### config.mk
export PLATFORM = sky130hd
export DESIGN_NAME = rtc_wake_timer
export DESIGN_NICKNAME = d
export VERILOG_FILES = /design/src/rtl/rtc_pkg.sv /design/src/rtl/rtc_seq.sv /design/src/rtl/rtc_shadow.sv /design/src/rtl/rtc_wake_cmp.sv /design/src/rtl/rtc_prescale.sv /design/src/rtl/rtc_wake_timer.sv
export SDC_FILE = /design/constraint.sdc
export NUM_CORES = 1
export LEC_CHECK = 0
export BUFFER_PORTS_ARGS = -buffer_cell sky130_fd_sc_hd__buf_2
export CAP_MARGIN = 20
export CORE_MARGIN = 4
export CORE_UTILIZATION = 60
export CTS_CLUSTER_SIZE = 28
export DETAILED_ROUTE_END_ITERATION = 16
export PLACE_DENSITY = 0.87
export RECOVER_POWER = 25
export SYNTH_ARGS = -nofsm -noshare
export SYNTH_HDL_FRONTEND = slang
export SYNTH_HIERARCHICAL = 1
export SYNTH_SLANG_ARGS = --single-unit
### constraint.sdc
create_clock -name clk -period 4.75 [get_ports clk]
set_input_delay 0.7125 -clock clk [delete_from_list [all_inputs] [get_ports clk]]
set_output_delay 0.7125 -clock clk [all_outputs]
set_load 0.01 [all_outputs]
### src/rtl/rtc_pkg.sv
package rtc_pkg;
    typedef enum logic [0:0] {
        SEQ_IDLE      = 1'b0,
        SEQ_LOAD_WAIT = 1'b1
    } seq_state_e;
endpackage

### src/rtl/rtc_seq.sv
module rtc_seq
    import rtc_pkg::*;
#(
    parameter int unsigned CNT_W = 48
) (
    input  logic             clk,
    input  logic             rst_n,
    input  logic             tick_i,
    input  logic             wr_cmd_i,
    input  logic             auto_ld_i,
    input  logic [CNT_W-1:0] auto_val_i,
    input  logic [CNT_W-1:0] buf_i,
    output logic [CNT_W-1:0] count_o
);
    seq_state_e state_q, state_d;
    logic [CNT_W-1:0] count_q;

    // state register
    always_ff @(posedge clk or negedge rst_n) begin
        if (!rst_n) state_q <= SEQ_IDLE;
        else        state_q <= state_d;
    end

    // transitions ARM, COMMIT, CANCEL
    always_comb begin
        state_d = state_q;
        unique case (state_q)
            SEQ_IDLE: begin
                if (!auto_ld_i && wr_cmd_i) state_d = SEQ_LOAD_WAIT;
            end
            SEQ_LOAD_WAIT: begin
                if (auto_ld_i || tick_i) state_d = SEQ_IDLE;
            end
            default: state_d = SEQ_IDLE;
        endcase
    end

    // output process: the count
    always_ff @(posedge clk or negedge rst_n) begin
        if (!rst_n) begin
            count_q <= '0;
        end else if (auto_ld_i) begin
            count_q <= auto_val_i;
        end else if (tick_i) begin
            if (state_q == SEQ_LOAD_WAIT) count_q <= buf_i;
            else                          count_q <= count_q + CNT_W'(1);
        end
    end

    assign count_o = count_q;

    // one step per tick when nothing loads
    p_step_r2: assert property (@(posedge clk) disable iff (!rst_n)
        (tick_i && !auto_ld_i && state_q == SEQ_IDLE) |=> (count_o == $past(count_o) + CNT_W'(1)));
    // hold without tick or load
    p_hold_r2: assert property (@(posedge clk) disable iff (!rst_n)
        (!tick_i && !auto_ld_i) |=> $stable(count_o));
    // armed load commits on the tick
    p_commit_r4: assert property (@(posedge clk) disable iff (!rst_n)
        (state_q == SEQ_LOAD_WAIT && tick_i && !auto_ld_i) |=> (count_o == $past(buf_i)));
    // automatic packet load wins and disarms
    p_auto_r5: assert property (@(posedge clk) disable iff (!rst_n)
        auto_ld_i |=> (count_o == $past(auto_val_i) && state_q == SEQ_IDLE));
endmodule

### src/rtl/rtc_shadow.sv
module rtc_shadow #(
    parameter int unsigned CNT_W = 48
) (
    input  logic             clk,
    input  logic             rst_n,
    input  logic             rd_cmd_i,
    input  logic [CNT_W-1:0] count_i,
    input  logic             man_ld_i,
    input  logic [CNT_W-1:0] man_val_i,
    input  logic             sw_we_i,
    input  logic [CNT_W-1:0] sw_val_i,
    output logic [CNT_W-1:0] buf_o
);
    logic [CNT_W-1:0] buf_q;

    always_ff @(posedge clk or negedge rst_n) begin
        if (!rst_n)        buf_q <= '0;
        else if (rd_cmd_i) buf_q <= count_i;
        else if (man_ld_i) buf_q <= man_val_i;
        else if (sw_we_i)  buf_q <= sw_val_i;
    end

    assign buf_o = buf_q;

    // read snapshot
    p_rd_copy_r3: assert property (@(posedge clk) disable iff (!rst_n)
        rd_cmd_i |=> (buf_o == $past(count_i)));
    // manual packet beats software write
    p_man_r6: assert property (@(posedge clk) disable iff (!rst_n)
        (man_ld_i && !rd_cmd_i) |=> (buf_o == $past(man_val_i)));
    // no source, no change
    p_keep_r12: assert property (@(posedge clk) disable iff (!rst_n)
        (!rd_cmd_i && !man_ld_i && !sw_we_i) |=> $stable(buf_o));
endmodule

### src/rtl/rtc_wake_cmp.sv
module rtc_wake_cmp #(
    parameter int unsigned CNT_W      = 48,
    parameter int unsigned WAKE_LSB   = 8,
    parameter int unsigned WAKE_BYTES = 3
) (
    input  logic                  clk,
    input  logic                  rst_n,
    input  logic [7:0]            byte_i,
    input  logic [WAKE_BYTES-1:0] sel_i,
    input  logic                  en_i,
    input  logic [CNT_W-1:0]      count_i,
    output logic                  wake_o
);
    localparam int unsigned WAKE_W = 8 * WAKE_BYTES;

    logic [WAKE_W-1:0] wake_q;
    logic              hit, hit_q, wake_q_o;

    for (genvar b = 0; b < WAKE_BYTES; b++) begin : g_lane
        always_ff @(posedge clk or negedge rst_n) begin
            if (!rst_n)        wake_q[b*8 +: 8] <= 8'h00;
            else if (sel_i[b]) wake_q[b*8 +: 8] <= byte_i;
        end
        // unselected lane holds
        p_lane_keep_r8: assert property (@(posedge clk) disable iff (!rst_n)
            !sel_i[b] |=> $stable(wake_q[b*8 +: 8]));
    end

    assign hit = en_i && (count_i[WAKE_LSB +: WAKE_W] == wake_q);

    always_ff @(posedge clk or negedge rst_n) begin
        if (!rst_n) begin
            hit_q    <= 1'b0;
            wake_q_o <= 1'b0;
        end else begin
            hit_q    <= hit;
            wake_q_o <= hit && !hit_q;
        end
    end

    assign wake_o = wake_q_o;

    // pulse lasts one cycle
    p_single_r9: assert property (@(posedge clk) disable iff (!rst_n)
        wake_o |=> !wake_o);
    // disabled compare stays silent
    p_quiet_r10: assert property (@(posedge clk) disable iff (!rst_n)
        !en_i |=> !wake_o);
endmodule

### src/rtl/rtc_prescale.sv
module rtc_prescale #(
    parameter int unsigned DIV_LOG = 3
) (
    input  logic clk,
    input  logic rst_n,
    input  logic tick_i,
    output logic pm_o
);
    logic [DIV_LOG-1:0] div_q;
    logic               pm_q;

    always_ff @(posedge clk or negedge rst_n) begin
        if (!rst_n) begin
            div_q <= '0;
            pm_q  <= 1'b0;
        end else begin
            pm_q <= tick_i && (div_q == {DIV_LOG{1'b1}});
            if (tick_i) div_q <= div_q + DIV_LOG'(1);
        end
    end

    assign pm_o = pm_q;

    // a power-management tick only follows a real tick
    p_pm_tick_r11: assert property (@(posedge clk) disable iff (!rst_n)
        pm_o |-> $past(tick_i));
endmodule

### src/rtl/rtc_wake_timer.sv
module rtc_wake_timer #(
    parameter int unsigned CNT_W      = 48,
    parameter int unsigned ADJ_W      = 8,
    parameter int unsigned WAKE_LSB   = 8,
    parameter int unsigned WAKE_BYTES = 3,
    parameter int unsigned PM_LOG     = 3
) (
    input  logic                  clk,
    input  logic                  rst_n,
    input  logic                  tick_i,
    input  logic                  rd_cmd_i,
    input  logic                  wr_cmd_i,
    input  logic                  buf_we_i,
    input  logic [CNT_W-1:0]      buf_wdata_i,
    output logic [CNT_W-1:0]      buf_rdata_o,
    input  logic                  pkt_rx_valid_i,
    input  logic [CNT_W-1:0]      pkt_rx_time_i,
    input  logic                  pkt_auto_i,
    input  logic [ADJ_W-1:0]      rx_adj_i,
    input  logic [ADJ_W-1:0]      tx_adj_i,
    output logic [CNT_W-1:0]      tx_time_o,
    input  logic [7:0]            wake_byte_i,
    input  logic [WAKE_BYTES-1:0] wake_sel_i,
    input  logic                  wake_en_i,
    output logic                  wake_pulse_o,
    output logic                  pm_tick_o
);
    logic [CNT_W-1:0] count, buf_val, rx_corr;
    logic             auto_ld, man_ld;

    assign rx_corr   = pkt_rx_time_i + {{(CNT_W-ADJ_W){1'b0}}, rx_adj_i};
    assign auto_ld   = pkt_rx_valid_i && pkt_auto_i;
    assign man_ld    = pkt_rx_valid_i && !pkt_auto_i;
    assign tx_time_o = count + {{(CNT_W-ADJ_W){1'b0}}, tx_adj_i};
    assign buf_rdata_o = buf_val;

    rtc_seq #(.CNT_W(CNT_W)) u_seq (
        .clk(clk), .rst_n(rst_n), .tick_i(tick_i), .wr_cmd_i(wr_cmd_i),
        .auto_ld_i(auto_ld), .auto_val_i(rx_corr), .buf_i(buf_val),
        .count_o(count)
    );

    rtc_shadow #(.CNT_W(CNT_W)) u_shadow (
        .clk(clk), .rst_n(rst_n), .rd_cmd_i(rd_cmd_i), .count_i(count),
        .man_ld_i(man_ld), .man_val_i(rx_corr),
        .sw_we_i(buf_we_i), .sw_val_i(buf_wdata_i), .buf_o(buf_val)
    );

    rtc_wake_cmp #(.CNT_W(CNT_W), .WAKE_LSB(WAKE_LSB), .WAKE_BYTES(WAKE_BYTES)) u_wake (
        .clk(clk), .rst_n(rst_n), .byte_i(wake_byte_i), .sel_i(wake_sel_i),
        .en_i(wake_en_i), .count_i(count), .wake_o(wake_pulse_o)
    );

    rtc_prescale #(.DIV_LOG(PM_LOG)) u_pm (
        .clk(clk), .rst_n(rst_n), .tick_i(tick_i), .pm_o(pm_tick_o)
    );
endmodule

# Word-level counts from Yosys, hierarchy flattened
# Index checks and enable logic that the tools add are counted.
[totals]
reg_bits = 127
[classes]
addsub = 4
eq_ne = 2
mux = 9
n_bitwise = 1
n_reduce_logical = 12
[op_table]
columns = ["op", "n"]
rows = [
  ["48-bit two-way mux", 6],
  ["48-bit by 8-bit adder with 48-bit output", 2],
  ["48-bit by 1-bit adder with 48-bit output, second input constant", 1],
  ["24-bit equality test", 1],
  ["1-bit logical AND", 6],
  ["3-bit by 1-bit adder with 3-bit output, second input constant", 1],
  ["3-bit equality test, second input constant", 1],
  ["1-bit logical NOT", 3],
  ["3-bit nonzero test", 1],
  ["1-bit two-way mux", 2],
  ["1-bit one-hot mux with 2 select lines", 1],
  ["2-bit nonzero test", 1],
  ["1-bit logical OR", 1],
  ["1-bit inverter", 1],
]

# Depth between registers and ports, before layout
[depth]
ltp_word = 5
mapped_depth = 10
mapped_depth_nobuf = 10

# By module
# Netlist, hierarchy kept.
[modules_own_cells]
columns = ["mod", "n_inst", "cells_each", "area_per_inst_um2", "seq_area_each_um2"]
rows = [
  ["rtc_seq", 1, 446, 3662.3, 1226.2],
  ["rtc_shadow", 1, 271, 2617.5, 1201.2],
  ["rtc_wake_timer", 1, 335, 2372.3, 0.0],
  ["rtc_wake_cmp", 1, 88, 1214.9, 650.6],
  ["rtc_prescale", 1, 10, 163.9, 100.1],
]

# Worst setup path after synthesis
# No wires, ideal clock.
[synth_timing]
path_type = "input to output"
from = "input tx_adj_i[0]"
to = "output tx_time_o[18]"
arrival_ns = 2.453
required_time_ns = 4.038
path_slack_ns = 1.584
stages = 8
path_buffers = 0
path_cell_list = "ha_1 > fa_1 > a211oi_1 > o211ai_1 > a21oi_1 > nor2_1 > nand3_1 > xnor2_1"
[synth_via]
elab_chain_cells = 1
[synth_rtl]
columns = ["item", "line", "text"]
rows = [
  ["from (decl)", "rtc_wake_timer.sv:20", "input logic [ADJ_W-1:0] tx_adj_i,"],
  ["48-bit by 8-bit adder with 48-bit output", "rtc_wake_timer.sv:34", "assign tx_time_o = count + {{(CNT_W-ADJ_W){1'b0}}, tx_adj_i};"],
  ["to (decl)", "rtc_wake_timer.sv:21", "output logic [CNT_W-1:0] tx_time_o,"],
]
# Every way passes these cells.

# Worst setup path after layout
[layout_timing]
from = "input tick_i"
to = "register u_seq.count_q[36] (netlist: u_seq/count_o[36])"
[layout_via]
elab_chain_cells = 1
[layout_rtl]
columns = ["item", "line", "text"]
rows = [
  ["from (decl)", "rtc_wake_timer.sv:10", "input logic tick_i,"],
  ["2-bit nonzero test (no source line)", "n/a", ""],
  ["to (signal assigned)", "rtc_seq.sv:43", "count_q <= auto_val_i;"],
  ["to (signal assigned)", "rtc_seq.sv:45", "if (state_q == SEQ_LOAD_WAIT) count_q <= buf_i;"],
  ["to (signal assigned)", "rtc_seq.sv:46", "else count_q <= count_q + CNT_W'(1);"],
  ["to (decl)", "rtc_seq.sv:16", "logic [CNT_W-1:0] count_q;"],
]
# Every way passes these cells.
# A chain may end at the register's enable or synchronous reset.

==> results <==
- The number of hold buffers added after CTS was 0.
- The detail-routed via count per cell is around 6.7.
- The data arrival time of the critical path is about 4.4 ns.
- The final-report setup violation count is 0.
- The synthesized design devotes to its leading area cell type between 30% and 40% of total area.
- The smallest clock period supported by the final layout is computed as between 4 and 5 ns.
- In the final layout, the share of cells above drive strength 1 is around 25%.
- STA classifies the critical path startpoint as a primary input.
- The flow ran to the end, but the final reports show violations.
- The maximum resistive drop on vdd is roughly 260 uV.
- The floorplan step set the die height to approximately 140 microns.
- The initial cell density of the core is between 60% and 70%.
- The worst min-delay path endpoint is u_wake/wake_o$_DFF_PN0_.
- TritonCTS built the clock tree.
- Max-cap violations in this run came to 2.
- The area growth from synthesis to layout is 18.5%.
- Along the worst path, the maximum fanout reaches 56.
- The residual DRC count is 0.
- Power spread over the standard cell area amounts to between 300 and 400 nW/um^2.
- The worst register-to-register path ends at u_seq/count_o[36]$_DFFE_PN0N_.
- The kind of path behind the tightest hold check is register to register.
- After technology mapping, the gate count stands at around 1200.
- The number of cells traversed by the worst register-to-register path is 6.
- Clock-pin slew was measured on the worst setup and hold paths at around 0.06 ns.
- After clock tree synthesis, the repair step resized 0 gates.
- The total count of max-transition violations in the final report is approximately 120.
- The mean area per synthesized cell is slightly below 9 sq um.
- The wire length per cell after detailed routing is roughly 21 microns.
- In this run the worst setup path begins at tick_i.
- Before antenna repair, the detailed router went through 6 iterations.
- The die covers between 15000 and 20000 sq um.
- The first global-routing pass estimated about 52000 microns of wire.
- The post-detailed-routing wire length is about 34000 microns.
- The overall overflow remaining after global route is 0.
- The post-CTS setup buffer count is 0.
- The count of final hold-check violations is 0.
- The final reports fail on max-capacitance violations, max-slew violations.
- Entering global routing, the biggest net connects 98 pins.
- Setup repair after global routing left no endpoint under its margin.
- The count of nets after finishing is ~1500.
- In the synthesized netlist the async set-or-reset flop fraction comes to 100%.
- The pin slew with the least headroom to its limit is ~3.5 ns.
- The count of cells along the worst hold path is 1.
- The analysis attributes to cell leakage a power of ~5.2 nW.
- The count of H-tree levels built during CTS is 4.
- The worst setup path is captured at a register.
- For this run, the total global-route usage over all layers was measured as between 30% and 40%.
- The initial antenna violation count is 4.
- The number of distinct library cells after synthesis is 70.
- The setup slack of the critical path after layout is around 0.74 ns.
- The clock reaches the later pin of the worst-skew pair after 0.42 ns.
- The critical path class is primary input to register.
- The total number of vias is between 10000 and 15000.
- Summing the sequential cell areas from Yosys gives between 30% and 40% of the chip area.
- The placer's final routability congestion estimate is a little over 0.9.
- The worst reg-to-reg setup slack is around 1.9 ns.
- The number of nets in the synthesized netlist is about 1300.
- The startpoint identified for the worst hold timing path is u_wake/hit_q$_DFF_PN0_.
- Buffers inserted during clock tree synthesis total 17.
- After synthesis the netlist holds a flip-flop and latch count of around 130.
- The Yosys step of the flow raised 6 warnings.
- The synthesized cell area is around 10000 sq um.
- The clock arrives with around 0.0069 ns of skew.
- The buffer type at the clock tree root is sky130_fd_sc_hd__clkbuf_16.
- The placeable core region is between 15000 and 20000 sq um.
- The worst pin sits at a relative slew slack of -133%.
- Timing would allow up to 0.249 GHz.
- Buffers placed on the I/O ports in this run total 229.
- The detailed router finished its first iteration with between 1500 and 2000 violations.
- The sum of negative setup slack is 0 ns.
- The data required time of the critical path is roughly 5.1 ns.
- During I/O placement, the number of pins put on the boundary was between 200 and 250.
- The placement row count is 47.
- The via count of the first global-routing pass came to about 10000.
- The x dimension of the die is roughly 140 microns.
- Dividing the final minimum period by the clock period gives around 84%.
- The detail route stage leaves a number of antenna-violating nets equal to 0.
- In the post-synthesis netlist, the biggest area contributors are sky130_fd_sc_hd__dfrtp_1 (32%), sky130_fd_sc_hd__xnor2_1 (7.0%), sky130_fd_sc_hd__xor2_1 (6.0%).
- The detailed-placement wirelength estimate is around 23000 microns.
- The most used flip-flop cell after synthesis is sky130_fd_sc_hd__dfrtp_1.
- The startpoint of the lowest-slack register-to-register path is u_seq/count_o[1]$_DFFE_PN0N_.
- The largest buffer count on any clock path is 2.
- The worst setup slack after placement is ~1.1 ns.
- The number of synthesized flops with an enable pin is 0.
- The leading area contributor after synthesis is sky130_fd_sc_hd__dfrtp_1.
- Counting every sink on the clock net gives 127.
per-layer routing:
layer / vias to the layer above / track usage, % / wire length [microns]
li1: 4672 / - / -
met1: 4940 / 48.0 / 13000
met2: 820 / 54.4 / 15200
met3: 149 / 7.38 / 4130
met4: 6 / 15.1 / 1320
met5: - / 0 / 41
cell usage after synthesis (3+ instances only):
| cell type | number |
|---|---|
| sky130_fd_sc_hd__and3b_1 | 48 |
| sky130_fd_sc_hd__a21o_1 | 8 |
| sky130_fd_sc_hd__nor2_1 | 43 |
| sky130_fd_sc_hd__nand3_1 | 58 |
| sky130_fd_sc_hd__and4_1 | 14 |
| sky130_fd_sc_hd__xnor2_1 | 80 |
| sky130_fd_sc_hd__buf_2 | 15 |
| sky130_fd_sc_hd__nand2_1 | 93 |
| sky130_fd_sc_hd__nand4_1 | 48 |
| sky130_fd_sc_hd__nand2b_1 | 6 |
| sky130_fd_sc_hd__and3_1 | 49 |
| sky130_fd_sc_hd__nor2_4 | 3 |
| sky130_fd_sc_hd__dfrtp_1 | 127 |
| sky130_fd_sc_hd__nor2b_1 | 3 |
| sky130_fd_sc_hd__or4_1 | 6 |
| sky130_fd_sc_hd__a22oi_1 | 51 |
| sky130_fd_sc_hd__nor3_2 | 7 |
| sky130_fd_sc_hd__mux2i_1 | 4 |
| sky130_fd_sc_hd__and2_1 | 11 |
| sky130_fd_sc_hd__a22o_1 | 3 |
| sky130_fd_sc_hd__a21oi_1 | 108 |
| sky130_fd_sc_hd__mux2_1 | 6 |
| sky130_fd_sc_hd__xor2_1 | 69 |
| sky130_fd_sc_hd__nor4_1 | 12 |
| sky130_fd_sc_hd__nor4_2 | 3 |
| sky130_fd_sc_hd__o21ai_1 | 17 |
| sky130_fd_sc_hd__o21ai_0 | 47 |
| sky130_fd_sc_hd__nor3_1 | 11 |
| sky130_fd_sc_hd__nor3b_1 | 4 |
| sky130_fd_sc_hd__o211ai_1 | 10 |
| sky130_fd_sc_hd__nor2_2 | 6 |
| sky130_fd_sc_hd__clkbuf_1 | 47 |
| sky130_fd_sc_hd__nand4_2 | 3 |
| sky130_fd_sc_hd__ha_1 | 19 |
| sky130_fd_sc_hd__o221ai_1 | 28 |
| sky130_fd_sc_hd__buf_4 | 7 |
| sky130_fd_sc_hd__inv_1 | 13 |
| sky130_fd_sc_hd__mux2_2 | 20 |
state kept, by name (all words and copies together) (netlist names):
register and flops:
u_shadow/buf_o 48, u_seq/count_o 48, u_wake/wake_q 24, u_pm/pm_o 1
u_pm/div_q 3, u_wake/hit_q 1, u_seq/state_q 1, u_wake/wake_o 1
cell type report:
cell class | count | area (sq um)
clock inverter | 12 | 183
sequential | 127 | 3180
antenna | 3 | 7.51
multi-input combinational | 937 | 6480
timing repair buffer | 243 | 1240
fill | 1258 | 4580
tap | 220 | 275
inverter | 15 | 56.3
clock buffer | 20 | 467
report_power, final:
| group | switching [mW] | internal [mW] |
|---|---|---|
| registers | 0.333 | 1.26 |
| logic | 0.678 | 0.542 |
| clock network | 0.507 | 0.923 |
| total | 1.52 | 2.72 |
cells by family after synthesis:
group,count (synthesis),synth area share (%)
buffers and inverters,86,3.82
adder cells (fa/ha/maj),21,2.77
XOR/XNOR,149,13.0
AO/OA/AOI/OAI,294,18.5
flip-flops,127,31.7
multiplexers,30,3.32
AND/OR/NAND/NOR,443,26.9
cell usage in the layout, fill, tap and decap left out, types with 11 or more instances in the layout:
master / n
sky130_fd_sc_hd__ha_1: 19
sky130_fd_sc_hd__a22oi_1: 51
sky130_fd_sc_hd__nand2_1: 93
sky130_fd_sc_hd__mux2_2: 20
sky130_fd_sc_hd__nand4_1: 48
sky130_fd_sc_hd__o21ai_1: 17
sky130_fd_sc_hd__a21oi_1: 108
sky130_fd_sc_hd__nor4_1: 12
sky130_fd_sc_hd__and3b_1: 48
sky130_fd_sc_hd__nand3_1: 58
sky130_fd_sc_hd__and3_1: 49
sky130_fd_sc_hd__and4_1: 14
sky130_fd_sc_hd__clkbuf_16: 17
sky130_fd_sc_hd__dfrtp_1: 127
sky130_fd_sc_hd__buf_4: 12
sky130_fd_sc_hd__nor3_1: 11
sky130_fd_sc_hd__nor2_1: 43
sky130_fd_sc_hd__xnor2_1: 80
sky130_fd_sc_hd__buf_2: 224
sky130_fd_sc_hd__inv_1: 13
sky130_fd_sc_hd__o221ai_1: 28
sky130_fd_sc_hd__o21ai_0: 47
sky130_fd_sc_hd__xor2_1: 69
metrics by stage:
step                area, sq um  std cells  total power [mW]  hold WS [ns]  util [%]
floorplan                 10000       1150              2.27         0.400         -
global placement          11200       1542              2.75         0.405      68.3
detailed placement        11200       1542              2.79         0.419      68.3
CTS                       11900       1574              4.22         0.410      72.3
global route              11900       1575              4.44         0.436      72.2
finish                    11900       1577              4.24         0.431      72.2
worst max-delay path: stages:
cell                       delay (ns)
sky130_fd_sc_hd__clkbuf_1        0.14
sky130_fd_sc_hd__clkbuf_1        1.84
sky130_fd_sc_hd__nand2b_1        0.40
sky130_fd_sc_hd__nand2b_1        0.28
sky130_fd_sc_hd__buf_4           0.28
sky130_fd_sc_hd__or4_1           0.57
sky130_fd_sc_hd__nand3_1         0.10
how the worst max path moves through the flow:
stage | slack, ns | to | depth (start not counted)
floorplan | 1.58 | tx_time_o[18] | 8
global placement | 1.11 | tx_time_o[22] | 10
detailed placement | 1.06 | tx_time_o[31] | 9
CTS | 0.84 | tx_time_o[31] | 8
global route | 0.48 | u_wake/wake_q[5]$_DFFE_PN0P_ | 2
finish | 0.74 | u_seq/count_o[36]$_DFFE_PN0N_ | 7
No activity file was read; power rests on OpenSTA's default activity.
